File: src/rtl/pmu_pkg.sv
package pmu_pkg;
  localparam int CODE_W = 8;

  localparam int CTRL_EN     = 0;
  localparam int CTRL_EVCLR  = 1;
  localparam int CTRL_CYCCLR = 2;
  localparam int CTRL_DIV    = 3;

  // Event codes that carry no strobe
  function automatic logic code_assigned(input int k);
    return !(k == 'h0E || k == 'h0F || k == 'h13);
  endfunction
endpackage

File: src/rtl/pmu_prescale.sv
module pmu_prescale #(
  parameter int DIV_W = 6
) (
  input  logic clk,
  input  logic rst,
  input  logic clr,
  input  logic run,
  output logic tick
);
  logic [DIV_W-1:0] cnt_q;

  always_ff @(posedge clk) begin
    if (rst || clr)  cnt_q <= '0;
    else if (run)    cnt_q <= cnt_q + 1'b1;
  end

  assign tick = run && !clr && (cnt_q == {DIV_W{1'b1}});

  // ticks are at least 2^DIV_W clocks apart, never back to back
  p_tick_spacing_r4: assert property (@(posedge clk) disable iff (rst)
    tick |=> !tick);
endmodule

File: src/rtl/pmu_event_mux.sv
module pmu_event_mux #(
  parameter int NUM_IN = 23,
  parameter int CODE_W = 8
) (
  input  logic [CODE_W-1:0] code,
  input  logic [NUM_IN-1:0] events,
  output logic              hit
);
  logic [NUM_IN-1:0] match;

  for (genvar k = 0; k < NUM_IN; k++) begin : g_code
    if (pmu_pkg::code_assigned(k)) begin : g_on
      assign match[k] = (code == CODE_W'(k)) && events[k];
    end else begin : g_off
      assign match[k] = 1'b0;
    end
  end

  assign hit = |match;

  // at most one strobe is selected by a code
  always_comb a_one_match_r7: assert ($onehot0(match));
endmodule

File: src/rtl/pmu_counter.sv
module pmu_counter #(
  parameter int W = 32
) (
  input  logic         clk,
  input  logic         rst,
  input  logic         load,
  input  logic [W-1:0] load_val,
  input  logic         clr,
  input  logic         inc,
  output logic [W-1:0] value,
  output logic         wrap
);
  logic [W-1:0] val_q;

  always_ff @(posedge clk) begin
    if (rst)       val_q <= '0;
    else if (load) val_q <= load_val;
    else if (clr)  val_q <= '0;
    else if (inc)  val_q <= val_q + 1'b1;
  end

  assign value = val_q;
  assign wrap  = inc && !load && !clr && (val_q == {W{1'b1}});

  // a port write beats a same-cycle increment
  p_load_wins_r11: assert property (@(posedge clk) disable iff (rst)
    load |=> value == $past(load_val));
  // a wrap lands on zero
  p_wrap_zero_r8: assert property (@(posedge clk) disable iff (rst)
    wrap |=> value == '0);
  // with no increment, load or clear the value holds
  p_hold_r2: assert property (@(posedge clk) disable iff (rst)
    (!inc && !load && !clr) |=> $stable(value));
endmodule

File: src/rtl/event_perf_monitor.sv
module event_perf_monitor #(
  parameter int NUM_EVCNT = 4,
  parameter int CNT_W     = 32,
  parameter int NUM_IN    = 23,
  parameter int ADDR_W    = 4,
  parameter int DATA_W    = 32,
  parameter int DIV_W     = 6
) (
  input  logic              clk,
  input  logic              rst,
  input  logic [ADDR_W-1:0] reg_addr,
  input  logic              reg_wr,
  input  logic [DATA_W-1:0] reg_wdata,
  output logic [DATA_W-1:0] reg_rdata,
  input  logic [NUM_IN-1:0] event_in,
  output logic              irq
);
  import pmu_pkg::*;

  localparam int NCNT       = NUM_EVCNT + 1;
  localparam int SEL_W      = NUM_EVCNT * CODE_W;
  localparam int A_CTRL     = 0;
  localparam int A_CNT0     = 1;
  localparam int A_SEL      = A_CNT0 + NCNT;
  localparam int A_INTEN    = A_SEL + 1;
  localparam int A_FLAGS    = A_INTEN + 1;

  logic              en_q, div_q;
  logic [SEL_W-1:0]  sel_q;
  logic [NCNT-1:0]   inten_q, inten_d;
  logic [NCNT-1:0]   flags_q, flags_d;
  logic [NCNT-1:0]   load, clr, inc, wrap, w1c;
  logic [CNT_W-1:0]  cnt_val [NCNT];
  logic [NUM_EVCNT-1:0] hit;
  logic              ctrl_wr, tick;
  logic [DATA_W-1:0] rd_d;

  assign ctrl_wr = reg_wr && (reg_addr == ADDR_W'(A_CTRL));

  // Control register
  always_ff @(posedge clk) begin
    if (rst) begin
      en_q  <= 1'b0;
      div_q <= 1'b0;
    end else if (ctrl_wr) begin
      en_q  <= reg_wdata[CTRL_EN];
      div_q <= reg_wdata[CTRL_DIV];
    end
  end

  // Event select and interrupt enable
  always_ff @(posedge clk) begin
    if (rst) begin
      sel_q   <= '1;
    end else if (reg_wr && reg_addr == ADDR_W'(A_SEL)) begin
      sel_q   <= reg_wdata[SEL_W-1:0];
    end
  end

  always_comb begin
    inten_d = inten_q;
    if (reg_wr && reg_addr == ADDR_W'(A_INTEN)) inten_d = reg_wdata[NCNT-1:0];
  end

  pmu_prescale #(.DIV_W(DIV_W)) u_pre (
    .clk  (clk),
    .rst  (rst),
    .clr  (ctrl_wr && reg_wdata[CTRL_CYCCLR]),
    .run  (en_q && div_q),
    .tick (tick)
  );

  // Counter 0 is the cycle counter, 1..NUM_EVCNT the event counters
  assign inc[0] = en_q && (!div_q || tick);
  assign clr[0] = ctrl_wr && reg_wdata[CTRL_CYCCLR];

  for (genvar i = 0; i < NUM_EVCNT; i++) begin : g_ev
    pmu_event_mux #(.NUM_IN(NUM_IN), .CODE_W(CODE_W)) u_mux (
      .code   (sel_q[i*CODE_W +: CODE_W]),
      .events (event_in),
      .hit    (hit[i])
    );
    assign inc[i+1] = en_q && hit[i];
    assign clr[i+1] = ctrl_wr && reg_wdata[CTRL_EVCLR];
  end

  for (genvar i = 0; i < NCNT; i++) begin : g_cnt
    assign load[i] = reg_wr && (reg_addr == ADDR_W'(A_CNT0 + i));
    pmu_counter #(.W(CNT_W)) u_cnt (
      .clk      (clk),
      .rst      (rst),
      .load     (load[i]),
      .load_val (reg_wdata[CNT_W-1:0]),
      .clr      (clr[i]),
      .inc      (inc[i]),
      .value    (cnt_val[i]),
      .wrap     (wrap[i])
    );
  end

  // Overflow flags: write-one-to-clear, a new wrap wins
  assign w1c = (reg_wr && reg_addr == ADDR_W'(A_FLAGS)) ? reg_wdata[NCNT-1:0] : '0;
  assign flags_d = (flags_q & ~w1c) | wrap;

  always_ff @(posedge clk) begin
    if (rst) begin
      flags_q <= '0;
      inten_q <= '0;
      irq     <= 1'b0;
    end else begin
      flags_q <= flags_d;
      inten_q <= inten_d;
      irq     <= |(flags_d & inten_d);
    end
  end

  // Read mux, registered
  always_comb begin
    rd_d = '0;
    if (reg_addr == ADDR_W'(A_CTRL)) begin
      rd_d[CTRL_EN]  = en_q;
      rd_d[CTRL_DIV] = div_q;
    end
    for (int i = 0; i < NCNT; i++) begin
      if (reg_addr == ADDR_W'(A_CNT0 + i)) rd_d = DATA_W'(cnt_val[i]);
    end
    if (reg_addr == ADDR_W'(A_SEL))   rd_d = DATA_W'(sel_q);
    if (reg_addr == ADDR_W'(A_INTEN)) rd_d = DATA_W'(inten_q);
    if (reg_addr == ADDR_W'(A_FLAGS)) rd_d = DATA_W'(flags_q);
  end

  always_ff @(posedge clk) begin
    if (rst) reg_rdata <= '0;
    else     reg_rdata <= rd_d;
  end

  // interrupt tracks enabled flags on the same edge
  p_irq_level_r10: assert property (@(posedge clk) disable iff (rst)
    irq == |(flags_q & inten_q));
  // flags are sticky without a flag-register write
  p_flag_sticky_r8: assert property (@(posedge clk) disable iff (rst)
    !(reg_wr && reg_addr == ADDR_W'(A_FLAGS)) |=> (flags_q & $past(flags_q)) == $past(flags_q));
  // a wrap always leaves its flag set
  p_wrap_sets_r9: assert property (@(posedge clk) disable iff (rst)
    (wrap != '0) |=> (flags_q & $past(wrap)) == $past(wrap));
  // control reads carry only the stored bits
  p_ctrl_read_r5: assert property (@(posedge clk) disable iff (rst)
    (reg_addr == ADDR_W'(A_CTRL)) |=> (reg_rdata & ~DATA_W'(32'h9)) == '0);
  // cycle counter frozen while disabled
  p_disabled_r2: assert property (@(posedge clk) disable iff (rst)
    (!en_q && !reg_wr) |=> $stable(cnt_val[0]));
endmodule

File: config.mk
export PLATFORM = sky130hd
export DESIGN_NAME = event_perf_monitor
export DESIGN_NICKNAME = d
export VERILOG_FILES = /design/src/rtl/pmu_pkg.sv /design/src/rtl/pmu_prescale.sv /design/src/rtl/pmu_event_mux.sv /design/src/rtl/pmu_counter.sv /design/src/rtl/event_perf_monitor.sv
export SDC_FILE = /design/constraint.sdc
export NUM_CORES = 1
export LEC_CHECK = 0
export BUFFER_PORTS_ARGS = -buffer_cell sky130_fd_sc_hd__buf_2
export CORE_MARGIN = 2
export CORE_UTILIZATION = 40
export DETAILED_ROUTE_END_ITERATION = 10
export PLACE_DENSITY = 0.62
export SLEW_MARGIN = 0
export SYNTH_ARGS = -nofsm -noshare
export SYNTH_HDL_FRONTEND = slang
export SYNTH_SLANG_ARGS = --single-unit
export TNS_END_PERCENT = 100
File: constraint.sdc
create_clock -name clk -period 2.4 [get_ports clk]
set_input_delay 0.36 -clock clk [delete_from_list [all_inputs] [get_ports clk]]
set_output_delay 0.36 -clock clk [all_outputs]
set_load 0.01 [all_outputs]
# [After elaboration in Yosys (flattened, before gate mapping)]
# Index checks and enable logic that the tools add are counted.
# Widths: inputs -> output; s select.
[word_totals] inputBits=62 wordCells=281 output_inout_bits=33 regBits=243
[op_classes] muxes=27 bitwise_logic=4 n_eq_ne=90 n_reduce_logical=140 addsub=6
[ops] op="$mux 32" n=21
[ops] op="$eq 8x4->1 const B" n=24
[ops] op="$eq 8x5->1 const B" n=24
[ops] op="$add 32x1->32 const B" n=5
[ops] op="$eq 32x32->1 const B" n=5
[ops] op="$eq 8x3->1 const B" n=16
[ops] op="$logic_and 1x1->1" n=114
[ops] op="$reduce_or 20->1" n=4
[ops] op="$eq 8x2->1 const B" n=8
[ops] op="$eq 8x1->1 const B" n=4
[ops] op="$logic_not 8->1" n=4
[ops] op="$mux 5" n=4
[ops] op="$eq 4x3->1 const B" n=4
[ops] op="$reduce_bool 3->1" n=5
[ops] op="$and 5x5->5" n=2
[ops] op="$eq 4x2->1 const B" n=2
[ops] op="$logic_not 1->1" n=8
[ops] op="$add 6x1->6 const B" n=1
[ops] op="$eq 6x6->1 const B" n=1
[ops] op="$not 5->5" n=1
[ops] op="$or 5x5->5" n=1
[ops] op="$reduce_or 5->1" n=1
[ops] op="$eq 4x1->1 const B" n=1
[ops] op="$eq 4x4->1 const B" n=1
[ops] op="other kinds (4)" n=6

# [Logic depth before layout (Yosys ltp)]
# Gate-level depths: netlist of the first run.
[logic_depth] word_depth=14 depth_mapped=10 depth_no_buf=8

# [Cells and area by module]
# Synthesis of the first run repeated with hierarchy kept, for this count alone.
[unflattened] cells_unflattened=1858 area_unflattened_um2=15401.0
[by_module_without_submodules] module="pmu_counter" cells_each=242 seq_area_each_um2=640.6 instances=5 area_each_um2=2008.2
[by_module_without_submodules] module="event_perf_monitor" cells_each=547 seq_area_each_um2=1541.5 instances=1 area_each_um2=4249.1
[by_module_without_submodules] module="pmu_event_mux" cells_each=18 seq_area_each_um2=0.0 instances=4 area_each_um2=210.2
[by_module_without_submodules] module="pmu_prescale" cells_each=29 seq_area_each_um2=120.1 instances=1 area_each_um2=270.3

# [Worst setup path before layout of the first run]
# No wires, ideal clock.
[synth_path] path_type="register to register" from="register sel_q[16]" to="register g_cnt[3].u_cnt.val_q[20]" n_path_buf=3 t_required_ns=2.268 slack_ns=0.254 period_less_slack_ns=2.146 arrival_time_ns=2.014 path_stages_with_launch=11 setup_ns=0.132 path_cell_list="dfxtp_1 -> buf_2 -> mux2_2 -> a31oi_1 -> o311ai_0 -> o32a_1 -> or2_1 -> buf_4 -> buf_4 -> a21oi_1 -> nor3_1"
[synth_via] elab_chain_len=5 elab_cells_between_ends=43 cone_classes="eq/ne (19); reduce/logical (24)"
[synth_lines] element="start, declared" line="event_perf_monitor.sv:29" rtl="logic [SEL_W-1:0] sel_q;"
[synth_lines] element="start signal, assigned" line="event_perf_monitor.sv:56" rtl="sel_q <= reg_wdata[SEL_W-1:0];"
[synth_lines] element="$eq 8x1->1 (tied with other cells)" line="pmu_event_mux.sv:13" rtl="assign match[k] = (code == CODE_W'(k)) && events[k];"
[synth_lines] element="$logic_and 1x1->1" line="pmu_event_mux.sv:13"
[synth_lines] element="$reduce_or 20->1 (*)" line="pmu_event_mux.sv:19" rtl="assign hit = |match;"
[synth_lines] element="$logic_and 1x1->1 (*)" line="event_perf_monitor.sv:83" rtl="assign inc[i+1] = en_q && hit[i];"
[synth_lines] element="$reduce_bool 3->1 (no line) (*)"
[synth_lines] element="end signal, assigned" line="pmu_counter.sv:17" rtl="else if (load) val_q <= load_val;"
[synth_lines] element="end signal, assigned" line="pmu_counter.sv:19" rtl="else if (inc) val_q <= val_q + 1'b1;"
[synth_lines] element="end, declared" line="pmu_counter.sv:13" rtl="logic [W-1:0] val_q;"
# Every way passes the cells marked *; elsewhere a longest branch is shown, timed or not.
# A chain may end at the register's enable or synchronous reset.

# [Worst setup path in the final report of the first run]
[layout_path] from="register sel_q[1]" to="register g_cnt[1].u_cnt.val_q[22]"
[layout_via] elab_chain_len=5 elab_cells_between_ends=43 cone_classes="eq/ne (19); reduce/logical (24)"
[layout_lines] element="$eq 8x1->1 (tied with other cells)" line="pmu_event_mux.sv:13"
[layout_lines] element="$logic_and 1x1->1" line="pmu_event_mux.sv:13"
[layout_lines] element="$reduce_or 20->1 (*)" line="pmu_event_mux.sv:19"
[layout_lines] element="$logic_and 1x1->1 (*)" line="event_perf_monitor.sv:83"
[layout_lines] element="$reduce_bool 3->1 (no line) (*)"
[layout_lines] element="end signal, assigned" line="pmu_counter.sv:17"
[layout_lines] element="end signal, assigned" line="pmu_counter.sv:19"
[layout_lines] element="end, declared" line="pmu_counter.sv:13"
# Marks and branches as above.

==> results of run 1 <==
## power by group
group          total (mW)  internal (mW)  switching, mW
combinational       0.985          0.343          0.642
sequential           4.13           4.07         0.0515
clock                5.16           3.22           1.94
total                10.3           7.63           2.63
## registers in the layout, indices dropped and copies added (netlist names)
| register | cells |
|---|---|
| sel_q | 32 |
| en_q | 1 |
| flags_q | 5 |
| reg_rdata | 32 |
| irq | 1 |
| inten_q | 5 |
| div_q | 1 |
| u_pre.cnt_q | 6 |
| g_cnt.u_cnt.value | 160 |
## metal layers
layer,vias up,part of all wire
li1,7989,-
met1,8424,0.40
met2,1099,0.45
met3,211,0.10
met4,0,0.052
met5,-,0
## cell type report
| class | count | share of cell area |
|---|---|---|
| Tap cell | 511 | 0.0328 |
| Antenna cell | 1 | 0.000128 |
| Sequential cell | 243 | 0.251 |
| Clock inverter | 20 | 0.0144 |
| Timing Repair Buffer | 349 | 0.143 |
| Clock buffer | 36 | 0.0428 |
| Multi-Input combinational cell | 1584 | 0.512 |
| Inverter | 23 | 0.00443 |
## worst max-delay path, stage by stage (launching register included)
cell and delay, ps:
dfxtp_4 370, buf_4 150, and3b_2 260, o311ai_2 110, a211oi_2 290, o31ai_4 120, buf_12 160, and2_4 140
buf_12 130, buf_8 140, o31ai_4 220, a211oi_1 90
## kinds of logic (layout without fill, tap and decap cells)
kind of cell    count (synthesis)  after routing
simple gates                  830            831
compound gates                649            649
flops                         243            243
buf+inv                       204            428
mux                            61             61
xor+xnor                       37             37
fa+ha+maj                       6              6
other cells                     0              1
## worst paths after layout
kind	endpoint	slack [ps]	cells past startpoint
setup reg to reg	g_cnt[1].u_cnt.value[22]$_SDFFE_PP0P_	80	11
hold reg to reg	u_pre.cnt_q[1]$_SDFFE_PP0P_	490	2
hold / removal	g_cnt[1].u_cnt.value[23]$_SDFFE_PP0P_	100	2
setup / recovery	g_cnt[1].u_cnt.value[22]$_SDFFE_PP0P_	80	11
## synth_stat cells (all sizes together), types with 21 or more instances
library cell and number:
mux2i 21, dfxtp 243, clkbuf 120, a22oi 30, o21ai 98, a221oi 38, a211oi 77, mux2 35
a31oi 44, buf 61, xnor2 21, and3 30, nand2 300, nand3 76, a22o 40, nor3 97
nor2 135, nand3b 41, a21oi 211, nand4 40, inv 23
## repair_timing
action,4_1_cts,5_1_grt
buffers inserted,3,7
endpoints found under the setup margin,69,123
gates resized for setup,29,84
gates cloned,3,4
hold buffers,0,0
pin swaps,10,27
## cells in the final DEF (no fill, tap or decap), drive strengths merged, types with 7 or more instances in the layout
master  netlist  final
buf          61    347
nand2       300    300
dfxtp       243    243
a21oi       211    211
nor2        135    136
o21ai        98     98
nor3         97     97
a211oi       77     77
nand3        76     76
a31oi        44     44
nand3b       41     41
a22o         40     40
nand4        40     40
a221oi       38     38
clkbuf      120     37
mux2         35     35
a22oi        30     30
and3         30     30
inv          23     23
mux2i        21     21
xnor2        21     21
a21o         17     17
and4         16     16
xor2         16     16
and2         16     16
nor4         15     15
a222oi       13     13
nand2b       13     13
o31ai        13     13
clkinv        0     12
or2          12     12
nor2b        11     11
a32o          9      9
or3           7      7
bufinv        0      7
a311oi        7      7
==> flow_results.xml, run 1 <==
<?xml version="1.0" encoding="UTF-8"?>
<metrics>
  <group name="outcome">
    <metric name="status" unit="">finished clean</metric>
  </group>
  <group name="power">
    <metric name="pwr_density_cell" unit="nW/um2">526</metric>
    <metric name="cellLeakagePower" unit="nW">7.54</metric>
    <metric name="post-layout-total-power" unit="mW">10.3</metric>
    <metric name="vdd_ir_drop_max" unit="uV">487</metric>
  </group>
  <group name="sta">
    <metric name="number_of_pins_exceeding_their_max_slew_limit_in_the_final_report" unit="">0</metric>
    <metric name="whs" unit="ps">102</metric>
    <metric name="fin_ws" unit="ps">82.0</metric>
    <metric name="finClkSkew" unit="ps">12.9</metric>
    <metric name="timing.final.hold_violations" unit="">0</metric>
    <metric name="tns" unit="ps">0</metric>
    <metric name="min_period_over_period" unit="">0.966</metric>
    <metric name="period_minus_slack" unit="ps">2320</metric>
    <metric name="worst_slew_margin_rel" unit="">0.604</metric>
    <metric name="setup_viol" unit="">0</metric>
    <metric name="max_slew.worst_pin.slew" unit="ps">594</metric>
    <metric name="setup_repair_after_global_routing_missed_its_margin" unit="">yes</metric>
    <metric name="max_freq" unit="MHz">431</metric>
  </group>
  <group name="grt">
    <metric name="grt_antenna_before_repair" unit="">2</metric>
    <metric name="grt_pass1_vias" unit="">16500</metric>
    <metric name="groute.layer.met2.usage" unit="">0.520</metric>
    <metric name="groute.usage.overall" unit="">0.324</metric>
    <metric name="grt_first_pass_wirelength" unit="um">98600</metric>
    <metric name="globalRoute.totalOverflow" unit="">0</metric>
    <metric name="grt_start_max_net_pins" unit="">104</metric>
    <metric name="grt_busiest_layer" unit="">met2</metric>
    <metric name="grtUsageMet1" unit="">0.430</metric>
    <metric name="globalRouteMet3Util" unit="">0.0532</metric>
  </group>
  <group name="clock_tree">
    <metric name="tritoncts" unit="">yes</metric>
    <metric name="clock_slew_seen_by_the_registers_of_the_worst_setup_and_hold_paths" unit="ps">60</metric>
    <metric name="numCtsBuffers" unit="">30</metric>
    <metric name="cts_max_path_buffers" unit="">3</metric>
    <metric name="clkSinkCount" unit="">243</metric>
    <metric name="clockRootBuffer" unit="">clkbuf_16</metric>
    <metric name="htreeDepth" unit="">1</metric>
    <metric name="clkLatencyLatePin" unit="ps">580</metric>
  </group>
  <group name="synth">
    <metric name="yosys_warnings" unit="">0</metric>
    <metric name="ys_ff_latch" unit="">243</metric>
    <metric name="post_synth_xor_area_fraction" unit="">0.0212</metric>
    <metric name="synth_top_cell_by_area" unit="">dfxtp_1</metric>
    <metric name="synth_top_family_by_area" unit="">compound AO/OA/AOI/OAI gates</metric>
    <metric name="synthesis.area" unit="um2">15300</metric>
    <metric name="synthMuxAreaShare" unit="">0.0469</metric>
    <metric name="ys.flop_type" unit="">dfxtp_1</metric>
    <metric name="synth-simple-area-share" unit="">0.268</metric>
    <metric name="adder_cell_fraction_of_synth_area" unit="">0.00491</metric>
    <metric name="synth_compound_gate_area_share" unit="">0.283</metric>
    <metric name="yosys.area.top_type_share" unit="">0.318</metric>
    <metric name="syn_nets" unit="">2098</metric>
    <metric name="synth_sequential_area_ratio" unit="">0.318</metric>
    <metric name="number_of_enable_flip_flop_cells_after_synthesis" unit="">0</metric>
    <metric name="synth_async_sr_flop_share" unit="">0</metric>
    <metric name="yosys-top-cells-area" unit="">dfxtp_1 (32%), nand2_1 (7.4%), a21oi_1 (6.9%)</metric>
    <metric name="synth_area_per_inst" unit="um2">7.53</metric>
    <metric name="synth_cell_types" unit="">83</metric>
    <metric name="syn-instance-count" unit="">2030</metric>
  </group>
  <group name="setup_path">
    <metric name="cp-end-kind" unit="">flip-flop</metric>
    <metric name="critPathMaxFanout" unit="">8</metric>
    <metric name="critPathLaunchType" unit="">flip-flop</metric>
    <metric name="regToRegStartpoint" unit="">sel_q[1]$_SDFFE_PP1P_</metric>
    <metric name="setup.worst_path.class" unit="">reg2reg</metric>
    <metric name="crit_path_start" unit="">sel_q[1]$_SDFFE_PP1P_</metric>
    <metric name="worst-endpoint-required" unit="ps">2850</metric>
    <metric name="worst_ep_arrival_time" unit="ps">2770</metric>
  </group>
  <group name="cells_and_area">
    <metric name="area_of_the_multi_input_gates" unit="um2">9990</metric>
    <metric name="layout-drive-gt1-share" unit="">0.248</metric>
    <metric name="final_net_count" unit="">2299</metric>
    <metric name="ff_latch_area" unit="um2">4890</metric>
    <metric name="final_util" unit="">0.518</metric>
    <metric name="fillers" unit="">3618</metric>
    <metric name="area_delta_synth_final" unit="%">27.7</metric>
    <metric name="filler_free_cell_count_of_the_finished_design" unit="">2767</metric>
    <metric name="fin_area" unit="um2">19500</metric>
  </group>
  <group name="floorplanning">
    <metric name="die_area" unit="um2">39800</metric>
    <metric name="rows" unit="">71</metric>
    <metric name="fp.dieW" unit="um">199</metric>
    <metric name="count_of_pins_on_the_block_boundary" unit="">95</metric>
    <metric name="dieHeight" unit="um">199</metric>
    <metric name="initial_cell_density_of_the_core" unit="">0.406</metric>
    <metric name="design.core.area" unit="um2">37700</metric>
  </group>
  <group name="min_path">
    <metric name="timing.hold.worst.start" unit="">rst</metric>
    <metric name="worstHoldPathType" unit="">in2reg</metric>
  </group>
  <group name="placed_design">
    <metric name="detailedPlacementHpwl" unit="um">47500</metric>
    <metric name="globalplace.congestion" unit="">0.987</metric>
    <metric name="io_buffer_count" unit="">91</metric>
    <metric name="dpl.cell_count" unit="">2694</metric>
    <metric name="placedInstanceArea" unit="um2">17700</metric>
    <metric name="dpl_worst_slack" unit="ps">-209</metric>
  </group>
  <group name="routing">
    <metric name="drc_errors" unit="">0</metric>
    <metric name="number_of_optimization_iterations_in_the_first_detailed_route_pass" unit="">6</metric>
    <metric name="count_of_vias_placed_by_the_detailed_router" unit="">17700</metric>
    <metric name="wire_per_inst" unit="um">24.0</metric>
    <metric name="drt_iter0_drc" unit="">2192</metric>
    <metric name="detail_route.wirelength" unit="um">66300</metric>
    <metric name="antenna_left" unit="">0</metric>
    <metric name="route.detailed.vias_per_inst" unit="">6.41</metric>
  </group>
  <group name="job">
    <metric name="cap_violations" unit="">0</metric>
  </group>
</metrics>
(Power assumes the default switching activity.)
==> run 2: changes to the inputs <==
==> constraint.sdc (replaced) <==
create_clock -name clk -period 2.3 [get_ports clk]
set_input_delay 0.345 -clock clk [delete_from_list [all_inputs] [get_ports clk]]
set_output_delay 0.345 -clock clk [all_outputs]
set_load 0.1 [all_outputs]
==> flow_results.xml, run 2 (same netlist as run 1, synthesis figures left out) <==
<?xml version="1.0" encoding="UTF-8"?>
<metrics>
  <group name="outcome">
    <metric name="status" unit="">complete, but fails checks</metric>
    <metric name="failed_checks" unit="">setup timing</metric>
  </group>
  <group name="grt">
    <metric name="globalRouteMet3Util" unit="">0.0678</metric>
    <metric name="groute.usage.overall" unit="">0.331</metric>
    <metric name="grt_first_pass_wirelength" unit="um">99900</metric>
    <metric name="groute.layer.met2.usage" unit="">0.525</metric>
    <metric name="grt_start_max_net_pins" unit="">153</metric>
    <metric name="grt_pass1_vias" unit="">16600</metric>
    <metric name="grt_busiest_layer" unit="">met2</metric>
    <metric name="grt_antenna_before_repair" unit="">2</metric>
    <metric name="globalRoute.totalOverflow" unit="">0</metric>
    <metric name="grtUsageMet1" unit="">0.426</metric>
  </group>
  <group name="sta">
    <metric name="finClkSkew" unit="ps">17.2</metric>
    <metric name="setup_repair_after_global_routing_missed_its_margin" unit="">yes</metric>
    <metric name="max_freq" unit="MHz">421</metric>
    <metric name="fin_ws" unit="ps">-73.1</metric>
    <metric name="worst_slew_margin_rel" unit="">0.458</metric>
    <metric name="timing.final.hold_violations" unit="">0</metric>
    <metric name="period_minus_slack" unit="ps">2370</metric>
    <metric name="max_slew.worst_pin.slew" unit="ps">813</metric>
    <metric name="min_period_over_period" unit="">1.03</metric>
    <metric name="setup_viol" unit="">23</metric>
    <metric name="number_of_pins_exceeding_their_max_slew_limit_in_the_final_report" unit="">0</metric>
  </group>
  <group name="clock_tree">
    <metric name="clockRootBuffer" unit="">clkbuf_16</metric>
    <metric name="cts_max_path_buffers" unit="">3</metric>
    <metric name="clkLatencyLatePin" unit="ps">590</metric>
    <metric name="clkSinkCount" unit="">243</metric>
    <metric name="tritoncts" unit="">yes</metric>
    <metric name="clock_slew_seen_by_the_registers_of_the_worst_setup_and_hold_paths" unit="ps">60</metric>
    <metric name="htreeDepth" unit="">1</metric>
    <metric name="numCtsBuffers" unit="">29</metric>
    <metric name="cts_hold_buffers" unit="">0</metric>
  </group>
  <group name="power">
    <metric name="cellLeakagePower" unit="nW">7.95</metric>
    <metric name="post-layout-total-power" unit="mW">10.2</metric>
    <metric name="power.share.combinational" unit="">0.116</metric>
    <metric name="seq_power_share" unit="">0.421</metric>
    <metric name="clock_power_share" unit="">0.463</metric>
    <metric name="p_sw_frac" unit="">0.273</metric>
    <metric name="internal_power_of_the_cells" unit="mW">7.42</metric>
    <metric name="power.net_switching" unit="mW">2.79</metric>
    <metric name="vdd_ir_drop_max" unit="uV">598</metric>
    <metric name="pwr_density_cell" unit="nW/um2">503</metric>
  </group>
  <group name="floorplanning">
    <metric name="dieHeight" unit="um">199</metric>
    <metric name="design.core.area" unit="um2">37700</metric>
    <metric name="fp.dieW" unit="um">199</metric>
    <metric name="rows" unit="">71</metric>
    <metric name="die_area" unit="um2">39800</metric>
    <metric name="count_of_pins_on_the_block_boundary" unit="">95</metric>
    <metric name="initial_cell_density_of_the_core" unit="">0.406</metric>
  </group>
  <group name="setup_path">
    <metric name="worst-endpoint-required" unit="ps">2740</metric>
    <metric name="critPathLaunchType" unit="">flip-flop</metric>
    <metric name="slowest_stage" unit="">or3b_1</metric>
    <metric name="critPathMaxFanout" unit="">8</metric>
    <metric name="cp_common_cell" unit="">buf_6</metric>
    <metric name="timing.critical_path.slowest_cell_delay" unit="ps">340</metric>
    <metric name="ff2ff_setup_slack" unit="ps">-70</metric>
    <metric name="rr_worst_depth" unit="">10</metric>
    <metric name="critical_path.cell_chain" unit="">buf_6, or3b_1, nand4_1, o211ai_1, a221oi_2, buf_6, buf_6, nand4_1, a2111oi_2, nor4_1</metric>
    <metric name="worst_ep_arrival_time" unit="ps">2810</metric>
    <metric name="setup.worst_path.class" unit="">reg2reg</metric>
    <metric name="cp_top_delay_family" unit="">compound AO/OA/AOI/OAI gates</metric>
    <metric name="cp-end-kind" unit="">flip-flop</metric>
    <metric name="critical_path_buf_inv_count" unit="">3</metric>
    <metric name="timing.rr.end" unit="">g_cnt[2].u_cnt.value[19]$_SDFFE_PP0P_</metric>
    <metric name="regToRegStartpoint" unit="">sel_q[10]$_SDFFE_PP1P_</metric>
  </group>
  <group name="placed_design">
    <metric name="globalplace.congestion" unit="">0.991</metric>
    <metric name="io_buffer_count" unit="">91</metric>
    <metric name="dpl.cell_count" unit="">2739</metric>
    <metric name="detailedPlacementHpwl" unit="um">48900</metric>
  </group>
  <group name="routing">
    <metric name="detail_route.wirelength" unit="um">69200</metric>
    <metric name="antenna_left" unit="">0</metric>
    <metric name="drc_errors" unit="">0</metric>
    <metric name="route.detailed.vias_per_inst" unit="">6.39</metric>
    <metric name="wire_per_inst" unit="um">24.5</metric>
    <metric name="drt_iter0_drc" unit="">2297</metric>
    <metric name="count_of_vias_placed_by_the_detailed_router" unit="">18100</metric>
    <metric name="number_of_optimization_iterations_in_the_first_detailed_route_pass" unit="">8</metric>
  </group>
  <group name="min_path">
    <metric name="min_to" unit="">g_cnt[2].u_cnt.value[11]$_SDFFE_PP0P_</metric>
    <metric name="worst_hold_path.num_cells" unit="">2</metric>
    <metric name="worstHoldPathType" unit="">in2reg</metric>
    <metric name="timing.hold.worst.start" unit="">rst</metric>
  </group>
  <group name="cells_and_area">
    <metric name="final_cell_mix" unit="">nand2_1 (300), buf_4 (268), dfxtp_1 (229)</metric>
    <metric name="area_delta_synth_final" unit="%">32.9</metric>
    <metric name="number_of_diodes_added_for_antenna_fixing" unit="">0</metric>
    <metric name="layout-drive-gt1-share" unit="">0.293</metric>
    <metric name="final_common_cell" unit="">nand2_1</metric>
    <metric name="final_net_count" unit="">2361</metric>
    <metric name="largest_reg_flops" unit="">160</metric>
    <metric name="fillers" unit="">3568</metric>
    <metric name="filler_free_cell_count_of_the_finished_design" unit="">2825</metric>
  </group>
  <group name="job">
    <metric name="cap_violations" unit="">0</metric>
  </group>
</metrics>
[run 2: cell types whose count changed in the layout (fill, tap and decap cells not counted), sizes merged, moves of 5 or more]
cell / previous run / this run
clkbuf: 37 / 56
bufinv: 7 / 2
clkinv: 12 / 4
buf: 347 / 402
[run 2: power by group through the flow]
| stage | combinational, mW | clock (mW) | sequential (mW) |
|---|---|---|---|
| after detailed placement | 1.05 | 0 | 4.39 |
| final | 1.18 | 4.73 | 4.30 |
| after global placement | 1.04 | 0 | 4.39 |
| after CTS | 1.08 | 4.78 | 4.30 |
| after global routing | 1.22 | 4.94 | 4.30 |
| after floorplan | 0.493 | 0 | 4.46 |
[run 2: routing by layer]
layer	vias to the layer above	routed length, um
met2	1114	30800
met5	-	13
met4	2	4450
met3	263	6850
met1	8564	27000
li1	8116	-
[run 2: layout make-up]
cell class | instances | area [um2] | share of cell area
clock buffer | 45 | 856 | 0.0421
sequential | 243 | 4890 | 0.241
clock inverter | 7 | 100 | 0.00493
timing repair buffer | 413 | 3470 | 0.171
inverter | 23 | 86.3 | 0.00425
multi-input combinational | 1583 | 10300 | 0.505
tap | 511 | 639 | 0.0315
[run 2: what timing repair did]
item | CTS | global route
buffers inserted | 4 | 14
pin swaps | 10 | 37
resized for setup | 56 | 156
gates cloned | 4 | 14
endpoints found under the setup margin | 114 | 122
hold endpoints to repair | 0 | 0
[run 2: worst max path at each step]
| stage | from | end | slack (ps) | cells after the start |
|---|---|---|---|---|
| finish | sel_q[10]$_SDFFE_PP1P_ | g_cnt[2].u_cnt.value[19]$_SDFFE_PP0P_ | -70 | 10 |
| detailed placement | sel_q[1]$_SDFFE_PP1P_ | g_cnt[1].u_cnt.value[31]$_SDFFE_PP0P_ | -260 | 10 |
| global placement | sel_q[1]$_SDFFE_PP1P_ | g_cnt[1].u_cnt.value[20]$_SDFFE_PP0P_ | -260 | 10 |
| global route | sel_q[9]$_SDFFE_PP1P_ | g_cnt[2].u_cnt.value[19]$_SDFFE_PP0P_ | -150 | 9 |
| floorplan | sel_q[16]$_SDFFE_PP1P_ | g_cnt[3].u_cnt.value[20]$_SDFFE_PP0P_ | 150 | 10 |
| CTS | sel_q[2]$_SDFFE_PP1P_ | g_cnt[1].u_cnt.value[8]$_SDFFE_PP0P_ | -20 | 9 |
[run 2: metrics by stage]
| step | TNS (ps) | utilization | hold slack (ps) | instance area [um2] | setup slack, ps |
|---|---|---|---|---|---|
| final | -624 | 0.539 | 36.7 | 20300 | -73.1 |
| after global routing | -4060 | 0.539 | 26.1 | 20300 | -153 |
| after CTS | -185 | 0.512 | 14.1 | 19300 | -23.3 |
| after detailed placement | -17010 | 0.478 | 478 | 18000 | -263 |
| after global placement | -14740 | 0.478 | 465 | 18000 | -258 |
| after floorplan | 0 | - | 445 | 15300 | 154 |
